--- config.mk ---
export PLATFORM = sky130hd
export DESIGN_NAME = sdspi_init_seq
export DESIGN_NICKNAME = d
export VERILOG_FILES = /design/src/rtl/sdi_pkg.sv /design/src/rtl/sdi_resp_eval.sv /design/src/rtl/sdi_cmd_enc.sv /design/src/rtl/sdi_retry.sv /design/src/rtl/sdspi_init_seq.sv
export SDC_FILE = /design/constraint.sdc
export NUM_CORES = 1
export LEC_CHECK = 0
export ABC_CLOCK_PERIOD_IN_PS = 2700
export BUFFER_PORTS_ARGS = -buffer_cell sky130_fd_sc_hd__buf_2
export CORE_ASPECT_RATIO = 0.7
export CORE_MARGIN = 2
export CORE_UTILIZATION = 51
export CTS_BUF_LIST = sky130_fd_sc_hd__clkbuf_4
export DETAILED_ROUTE_END_ITERATION = 6
export GPL_TIMING_DRIVEN = 0
export PLACE_DENSITY = 0.83
export SKIP_LAST_GASP = 1
export SLEW_MARGIN = 20
export SYNTH_ARGS = -nofsm -noshare
export SYNTH_HDL_FRONTEND = slang
export SYNTH_SLANG_ARGS = --single-unit
export TNS_END_PERCENT = 20
--- constraint.sdc ---
create_clock -name clk -period 2.7 [get_ports clk]
set_clock_uncertainty 0.2 [all_clocks]
set_input_delay 0.135 -clock clk [delete_from_list [all_inputs] [get_ports clk]]
set_output_delay 0.135 -clock clk [all_outputs]
set_load 0.02 [all_outputs]
--- src/rtl/sdi_pkg.sv ---
package sdi_pkg;

   typedef enum logic [3:0] {
      ST_IDLE, ST_PRE, ST_RST, ST_IFC, ST_OCR, ST_APP,
      ST_AOP, ST_RST2, ST_MOP, ST_CRCOFF, ST_CSD
   } seq_state_t;

   typedef enum logic [2:0] {
      CT_NONE   = 3'd0,
      CT_MMC    = 3'd1,
      CT_SD1    = 3'd2,
      CT_SD2_SC = 3'd3,
      CT_SD2_HC = 3'd4
   } card_kind_t;

   localparam logic [5:0]  IX_RESET   = 6'd0;
   localparam logic [5:0]  IX_MMC_OP  = 6'd1;
   localparam logic [5:0]  IX_IFCOND  = 6'd8;
   localparam logic [5:0]  IX_CSD     = 6'd9;
   localparam logic [5:0]  IX_APPESC  = 6'd55;
   localparam logic [5:0]  IX_RD_OCR  = 6'd58;
   localparam logic [5:0]  IX_CRC_OFF = 6'd59;
   localparam logic [5:0]  IX_SD_OP   = 6'd41;

   localparam logic [7:0]  CRC_RESET  = 8'h95;
   localparam logic [7:0]  CRC_IFCOND = 8'h87;
   localparam logic [7:0]  CRC_NONE   = 8'hFF;

   localparam logic [3:0]  IFC_VOLT   = 4'h1;
   localparam logic [7:0]  IFC_ECHO   = 8'hAA;
   localparam logic [31:0] IFC_ARG    = {20'd0, IFC_VOLT, IFC_ECHO};
   localparam logic [31:0] HCS_ARG    = 32'h4000_0000;

endpackage

--- src/rtl/sdi_resp_eval.sv ---
module sdi_resp_eval
   import sdi_pkg::*;
(
   input  logic        timeout_i,
   input  logic [7:0]  r1_i,
   input  logic [11:0] ifc_field_i,
   input  logic        ccs_field_i,
   output logic        ans_ok_o,
   output logic        ans_idle_o,
   output logic        ifc_ok_o,
   output logic        ccs_o
);

   // a reply counts only if it arrived and carries no error flag
   assign ans_ok_o   = !timeout_i && (r1_i[7:1] == 7'd0);
   assign ans_idle_o = ans_ok_o && r1_i[0];
   assign ifc_ok_o   = ans_ok_o && (ifc_field_i[11:8] == IFC_VOLT)
                                && (ifc_field_i[7:0] == IFC_ECHO);
   assign ccs_o      = ccs_field_i;

endmodule

--- src/rtl/sdi_cmd_enc.sv ---
module sdi_cmd_enc
   import sdi_pkg::*;
#(
   parameter int PREAMBLE_CLKS = 80
) (
   input  seq_state_t  state_i,
   input  logic        v2_i,
   output logic        preamble_o,
   output logic [5:0]  index_o,
   output logic [31:0] arg_o,
   output logic [7:0]  crc_o
);

   always_comb begin
      preamble_o = 1'b0;
      index_o    = IX_RESET;
      arg_o      = 32'd0;
      crc_o      = CRC_NONE;
      case (state_i)
         ST_PRE: begin
            preamble_o = 1'b1;
            arg_o      = 32'(PREAMBLE_CLKS);
         end
         ST_RST, ST_RST2: crc_o = CRC_RESET;
         ST_IFC: begin
            index_o = IX_IFCOND;
            arg_o   = IFC_ARG;
            crc_o   = CRC_IFCOND;
         end
         ST_OCR:    index_o = IX_RD_OCR;
         ST_APP:    index_o = IX_APPESC;
         ST_AOP: begin
            index_o = IX_SD_OP;
            arg_o   = v2_i ? HCS_ARG : 32'd0;
         end
         ST_MOP:    index_o = IX_MMC_OP;
         ST_CRCOFF: index_o = IX_CRC_OFF;
         ST_CSD:    index_o = IX_CSD;
         default: ;
      endcase
   end

endmodule

--- src/rtl/sdi_retry.sv ---
module sdi_retry #(
   parameter int MAX_TRIES = 8
) (
   input  logic clk,
   input  logic rst_n,
   input  logic clr_i,
   input  logic bump_i,
   output logic last_o
);

   generate
      if (MAX_TRIES == 1) begin : g_single
         assign last_o = 1'b1;
      end else begin : g_count
         localparam int CW = $clog2(MAX_TRIES);
         logic [CW-1:0] cnt_q;
         always_ff @(posedge clk or negedge rst_n) begin
            if (!rst_n)      cnt_q <= '0;
            else if (clr_i)  cnt_q <= '0;
            else if (bump_i) cnt_q <= cnt_q + 1'b1;
         end
         assign last_o = (cnt_q == CW'(MAX_TRIES - 1));
      end
   endgenerate

endmodule

--- src/rtl/sdspi_init_seq.sv ---
module sdspi_init_seq
   import sdi_pkg::*;
#(
   parameter int PREAMBLE_CLKS = 80,
   parameter int MAX_TRIES     = 8
) (
   input  logic         clk,
   input  logic         rst_n,
   input  logic         start,
   output logic         cmd_start,
   output logic         cmd_preamble,
   output logic [5:0]   cmd_index,
   output logic [31:0]  cmd_arg,
   output logic [7:0]   cmd_crc,
   input  logic         cmd_done,
   input  logic         cmd_timeout,
   input  logic [7:0]   cmd_r1,
   input  logic [31:0]  cmd_resp,
   input  logic         cmd_word_vld,
   output logic         init_done,
   output logic         init_err,
   output logic [2:0]   card_type,
   output logic         card_hc,
   output logic [127:0] csd
);

   localparam int WORD_W = 32;
   localparam int CSD_W  = 4 * WORD_W;

   generate
      if (PREAMBLE_CLKS < 74) begin : g_bad_preamble
         $error("PREAMBLE_CLKS must be at least 74");
      end
      if (MAX_TRIES < 1) begin : g_bad_tries
         $error("MAX_TRIES must be at least 1");
      end
   endgenerate

   seq_state_t         state_q, nxt;
   card_kind_t         kind_q, kind_n;
   logic               wait_q, v2_q, v2_n, hc_q, hc_n, err_q, done_q;
   logic [CSD_W-1:0]   csd_q;
   logic               ans_ok, ans_idle, ifc_ok, ccs;
   logic               accept, end_ok, end_err;
   logic               retry_clr, retry_bump, retry_last;

   assign accept    = wait_q && cmd_done;
   assign cmd_start = (state_q != ST_IDLE) && !wait_q;

   sdi_resp_eval u_eval (
      .timeout_i   (cmd_timeout),
      .r1_i        (cmd_r1),
      .ifc_field_i (cmd_resp[11:0]),
      .ccs_field_i (cmd_resp[30]),
      .ans_ok_o    (ans_ok),
      .ans_idle_o  (ans_idle),
      .ifc_ok_o    (ifc_ok),
      .ccs_o       (ccs)
   );

   sdi_cmd_enc #(.PREAMBLE_CLKS(PREAMBLE_CLKS)) u_enc (
      .state_i    (state_q),
      .v2_i       (v2_q),
      .preamble_o (cmd_preamble),
      .index_o    (cmd_index),
      .arg_o      (cmd_arg),
      .crc_o      (cmd_crc)
   );

   assign retry_clr  = accept && (state_q == ST_OCR || state_q == ST_RST2);
   assign retry_bump = accept && ans_idle && !retry_last &&
                       (state_q == ST_AOP || state_q == ST_MOP);

   sdi_retry #(.MAX_TRIES(MAX_TRIES)) u_retry (
      .clk    (clk),
      .rst_n  (rst_n),
      .clr_i  (retry_clr),
      .bump_i (retry_bump),
      .last_o (retry_last)
   );

   // branch decisions taken on the accepting edge of each reply
   always_comb begin
      nxt     = state_q;
      end_ok  = 1'b0;
      end_err = 1'b0;
      kind_n  = kind_q;
      hc_n    = hc_q;
      v2_n    = v2_q;
      if (accept) begin
         case (state_q)
            ST_PRE: nxt = ST_RST;
            ST_RST: if (ans_ok) nxt = ST_IFC; else end_err = 1'b1;
            ST_IFC: begin
               nxt  = ST_OCR;
               v2_n = ifc_ok;
            end
            ST_OCR: if (ans_ok) nxt = ST_APP; else end_err = 1'b1;
            ST_APP: begin
               if (ans_ok)     nxt = ST_AOP;
               else if (v2_q)  end_err = 1'b1;
               else            nxt = ST_RST2;
            end
            ST_AOP: begin
               if (ans_ok && !ans_idle) begin
                  nxt = ST_CRCOFF;
                  if (v2_q) begin
                     hc_n   = ccs;
                     kind_n = ccs ? CT_SD2_HC : CT_SD2_SC;
                  end else begin
                     kind_n = CT_SD1;
                  end
               end else if (retry_bump) nxt = ST_APP;
               else if (v2_q)           end_err = 1'b1;
               else                     nxt = ST_RST2;
            end
            ST_RST2: if (ans_ok) nxt = ST_MOP; else end_err = 1'b1;
            ST_MOP: begin
               if (ans_ok && !ans_idle) begin
                  nxt    = ST_CRCOFF;
                  kind_n = CT_MMC;
               end else if (retry_bump) nxt = ST_MOP;
               else                     end_err = 1'b1;
            end
            ST_CRCOFF: if (ans_ok) nxt = ST_CSD; else end_err = 1'b1;
            ST_CSD:    if (ans_ok) end_ok = 1'b1; else end_err = 1'b1;
            default: ;
         endcase
      end
   end

   always_ff @(posedge clk or negedge rst_n) begin
      if (!rst_n) begin
         state_q <= ST_IDLE;
         wait_q  <= 1'b0;
         v2_q    <= 1'b0;
         hc_q    <= 1'b0;
         kind_q  <= CT_NONE;
         err_q   <= 1'b0;
         done_q  <= 1'b0;
         csd_q   <= '0;
      end else begin
         done_q <= 1'b0;
         if (state_q == ST_IDLE) begin
            if (start) begin
               state_q <= ST_PRE;
               wait_q  <= 1'b0;
               v2_q    <= 1'b0;
               hc_q    <= 1'b0;
               kind_q  <= CT_NONE;
               err_q   <= 1'b0;
               csd_q   <= '0;
            end
         end else begin
            if (!wait_q) wait_q <= 1'b1;
            if (wait_q && cmd_word_vld && state_q == ST_CSD)
               csd_q <= {csd_q[CSD_W-WORD_W-1:0], cmd_resp};
            if (accept) begin
               wait_q <= 1'b0;
               v2_q   <= v2_n;
               hc_q   <= hc_n;
               kind_q <= kind_n;
               if (end_ok || end_err) begin
                  state_q <= ST_IDLE;
                  done_q  <= 1'b1;
                  if (end_err) begin
                     err_q  <= 1'b1;
                     kind_q <= CT_NONE;
                     hc_q   <= 1'b0;
                  end
               end else begin
                  state_q <= nxt;
               end
            end
         end
      end
   end

   assign init_done = done_q;
   assign init_err  = err_q;
   assign card_type = kind_q;
   assign card_hc   = hc_q;
   assign csd       = csd_q;

endmodule

==> impl_metrics.csv <==
group,metric,value,unit
timing,setup_viol,5,
routing,vias,5154,
critical_path,slowest_stage,"clkbuf_1",
clock_network,cts_made_buffers,17,
floorplan,rows,33,
synth,netlist_area,0.00598,mm²
synth,yosysMostFrequentCell,"dfrtp_1",
power,p_total,0.00551,W
global_route,grt_overflow_total,0,
timing,period_share,100,%
place,port-buffer-count,200,
clock_network,cts_sinks,143,
clock_network,cts_tree,"yes",
floorplan,io_pins,228,
synth,synthCells,469,
synth,ys_seq_area_share,59.8,%
synth,syn_area_per_cell,12.8,µm²
routing,first_pass_iters,5,
clock_network,cts.clk_slew.worst_paths,130,ps
critical_path,start_kind,"register",
critical_path,cp.arrival,2990,ps
final_layout,fin_cells,926,
critical_path,reg2reg_slack,-10,ps
place,place_inst,852,
global_route,grt_max_degree,80,
critical_path,cp_cell_sequence,"buf_2 > nand2b_1 > nor3_1 > clkbuf_1 > buf_2 > a22o_1",
timing,worst_slack,-13.2,ps
final_layout,fin_area,0.00803,mm²
final_layout,fillers,856,
place,post-dp-hpwl,12.1,mm
outcome,status,"finished, violations left",
global_route,grt_pass1_vias,5063,
global_route,grt_usage,27.8,%
critical_path,cp_num_cells,6,
synth,yosysTopAreaCellShare,59.8,%
worst_hold_path,hold_path.class,"input port to register",
critical_path,critPathMaxStageDelay,550,ps
synth,synth_common_cells,"143 x dfrtp_1, 129 x a22o_1, 36 x buf_4, 28 x clkbuf_1, 16 x nor2_1",
timing,finalHoldViolations,0,
synth,netlist_top_cells_area,"dfrtp_1 60%, a22o_1 19%, buf_4 4.5%, clkbuf_1 1.8%, nor2_1 1.0%",
critical_path,cp_common_cell,"buf_2",
place,place_ws,-50.1,ps
floorplan,die_w,133,µm
critical_path,crit_buf_inv,3,
critical_path,end_kind,"register",
synth,yosys_warnings,0,
floorplan,die_area,0.0126,mm²
synth,synth_cell_types,58,
critical_path,cp_max_fo,10,
critical_path,reg2reg_to,"csd[18]$_DFFE_PN0P_",
synth,synth_flop_cell,"dfrtp_1",
timing,maxSlewViolCount,0,
power,power_density,686,mW/mm²
timing,maxSlewHeadroom,55.9,%
critical_path,r2r_start,"state_q[1]$_DFFE_PN0P_",
timing,min_period,2710,ps
clock_network,root_buffer,"clkbuf_4",
power,peakVddDrop,0.400,mV
routing,drt_iter0_drc,396,
timing,max_freq,369,MHz
outcome,violations,"negative setup slack",
final_layout,finalNetCount,803,
worst_hold_path,min_to,"csd[29]$_DFFE_PN0P_",
critical_path,cp.required,2970,ps
timing,rsz0062_at_grt,"yes",
final_layout,syn2layout_area_growth,34.2,%
global_route,antenna_found_initial,1,
place,place_area,0.00731,mm²
synth,async_flop_share,100,%
floorplan,start_util,51.8,%
worst_hold_path,hold_depth,3,
floorplan,die_y,94.6,µm
critical_path,r2r_cells,6,
place,globalplace.congestion,0.904,
clock_network,cts_max_path_buffers,2,
routing,drc,0,
final_layout,drive_gt1_share,39.5,%
clock_network,htree_levels,4,
clock_network,clk_latency,530,ps
global_route,grt_pass1_wl,26.8,mm
synth,synth_edf_count,0,
timing,tightest_slew,662,ps
synth,synth_area_leader_cell,"dfrtp_1",
job,max_cap_viol_count,0,
synth,ys_ff_latch,143,
routing,routed_wl,17.4,mm
floorplan,core,0.0116,mm²
critical_path,crit_family,"buffers and inverters",
critical_path,critical_path_class,"register to register",
worst_hold_path,worstHoldStart,"cmd_resp[29]",
routing,drtAntennaViolNets,0,
routing,wl_per_cell,18.8,µm
routing,viasPerCell,5.57,
power,p_leak,4.43,nW
## stage by stage
| step | TNS, ps | util [%] | hold WS, ps |
|---|---|---|---|
| floorplan | 0 | - | -361 |
| detailed placement | -396 | 63.2 | -93.7 |
| global route | -7110 | 69.4 | 137 |
| finish | -26.0 | 69.4 | 160 |
| global placement | -70010 | 62.9 | 158 |
| CTS | -887 | 69.3 | 121 |
## worst max path at each step
stage	startpoint	endpoint	slack, ps
after floorplan	u_retry.g_count.cnt_q[0]$_DFFE_PN0P_	state_q[1]$_DFFE_PN0P_	440
after global placement	rst_n	init_err$_DFFE_PN0P_	-510
after detailed placement	state_q[0]$_DFFE_PN0P_	csd[18]$_DFFE_PN0P_	-50
after CTS	state_q[1]$_DFFE_PN0P_	csd[114]$_DFFE_PN0P_	-60
after global routing	state_q[1]$_DFFE_PN0P_	csd[23]$_DFFE_PN0P_	-140
final	state_q[1]$_DFFE_PN0P_	csd[18]$_DFFE_PN0P_	-10
## final cells by class
cell class                 instances  area, µm²  share of cell area (%)
timing repair buffer             242       1450                    18.0
antenna                            1       2.50                  0.0312
tap                              157        196                    2.45
multi-input combinational        271       2050                    25.6
clock inverter                    13        139                    1.73
sequential                       143       3580                    44.6
inverter                           6       22.5                   0.281
buffer                            74        443                    5.52
clock buffer                      19        143                    1.78
## layout by cell type (no fill, tap or decap), types with 8 or more instances in the layout
cell type,netlist,routed
clkbuf_2,0,11
clkbuf_1,28,18
conb_1,2,27
buf_4,36,36
nor2_1,16,16
o21ai_0,8,8
buf_2,6,206
a22o_1,129,129
clkbuf_4,0,19
a21oi_1,8,8
nand2_1,11,11
dfrtp_1,143,143
dlygate4sd3_1,0,41
## kinds of logic (layout without fill, tap and decap cells)
family	count (synthesis)	count (layout)	share of synthesized area (%)
buffers and inverters	80	354	7.53
multiplexers	5	5	1.07
other	2	28	0.126
adder cells (fa/ha/maj)	2	2	0.418
flip-flops	143	143	59.8
AND/OR/NAND/NOR	64	64	6.55
AO/OA/AOI/OAI	170	170	24.1
XOR/XNOR	3	3	0.439
## timing repair
| item | 4_1_cts | 5_1_grt |
|---|---|---|
| resized for setup | 3 | 18 |
| setup buffers | 0 | 0 |
| hold buffers | 41 | 0 |
| hold endpoints to repair | 188 | 0 |
| endpoints found under the setup margin | 65 | 128 |
## layer usage
| metal | share of wire (%) | track usage (%) | vias up | wire length, µm |
|---|---|---|---|---|
| met5 | 0 | 0 | - | 0 |
| met4 | 1.2 | 8.24 | 0 | 208 |
| met3 | 7.7 | 6.28 | 25 | 1340 |
| met2 | 47 | 45.2 | 258 | 8120 |
| met1 | 44 | 37.9 | 2573 | 7740 |
| li1 | - | - | 2298 | - |
## worst reg2reg max path, cell delays in order, from the launching register on
cell      delay (ps)
dfrtp_1          440
buf_2            280
nand2b_1         260
nor3_1           350
clkbuf_1         550
buf_2            380
a22o_1           190
## flip-flops by register name, indices dropped and copies added (netlist names)
register	count
card_hc	1
init_done	1
u_retry.g_count.cnt_q	3
init_err	1
csd	128
wait_q	1
card_type	3
state_q	4
v2_q	1
## report_power, final
part	internal, W	switching, W	total [W]
clock	0.000573	0.000800	0.00137
combinational	0.000652	0.00101	0.00166
sequential	0.00231	0.000165	0.00247
Power figures use the tool's default switching activity.
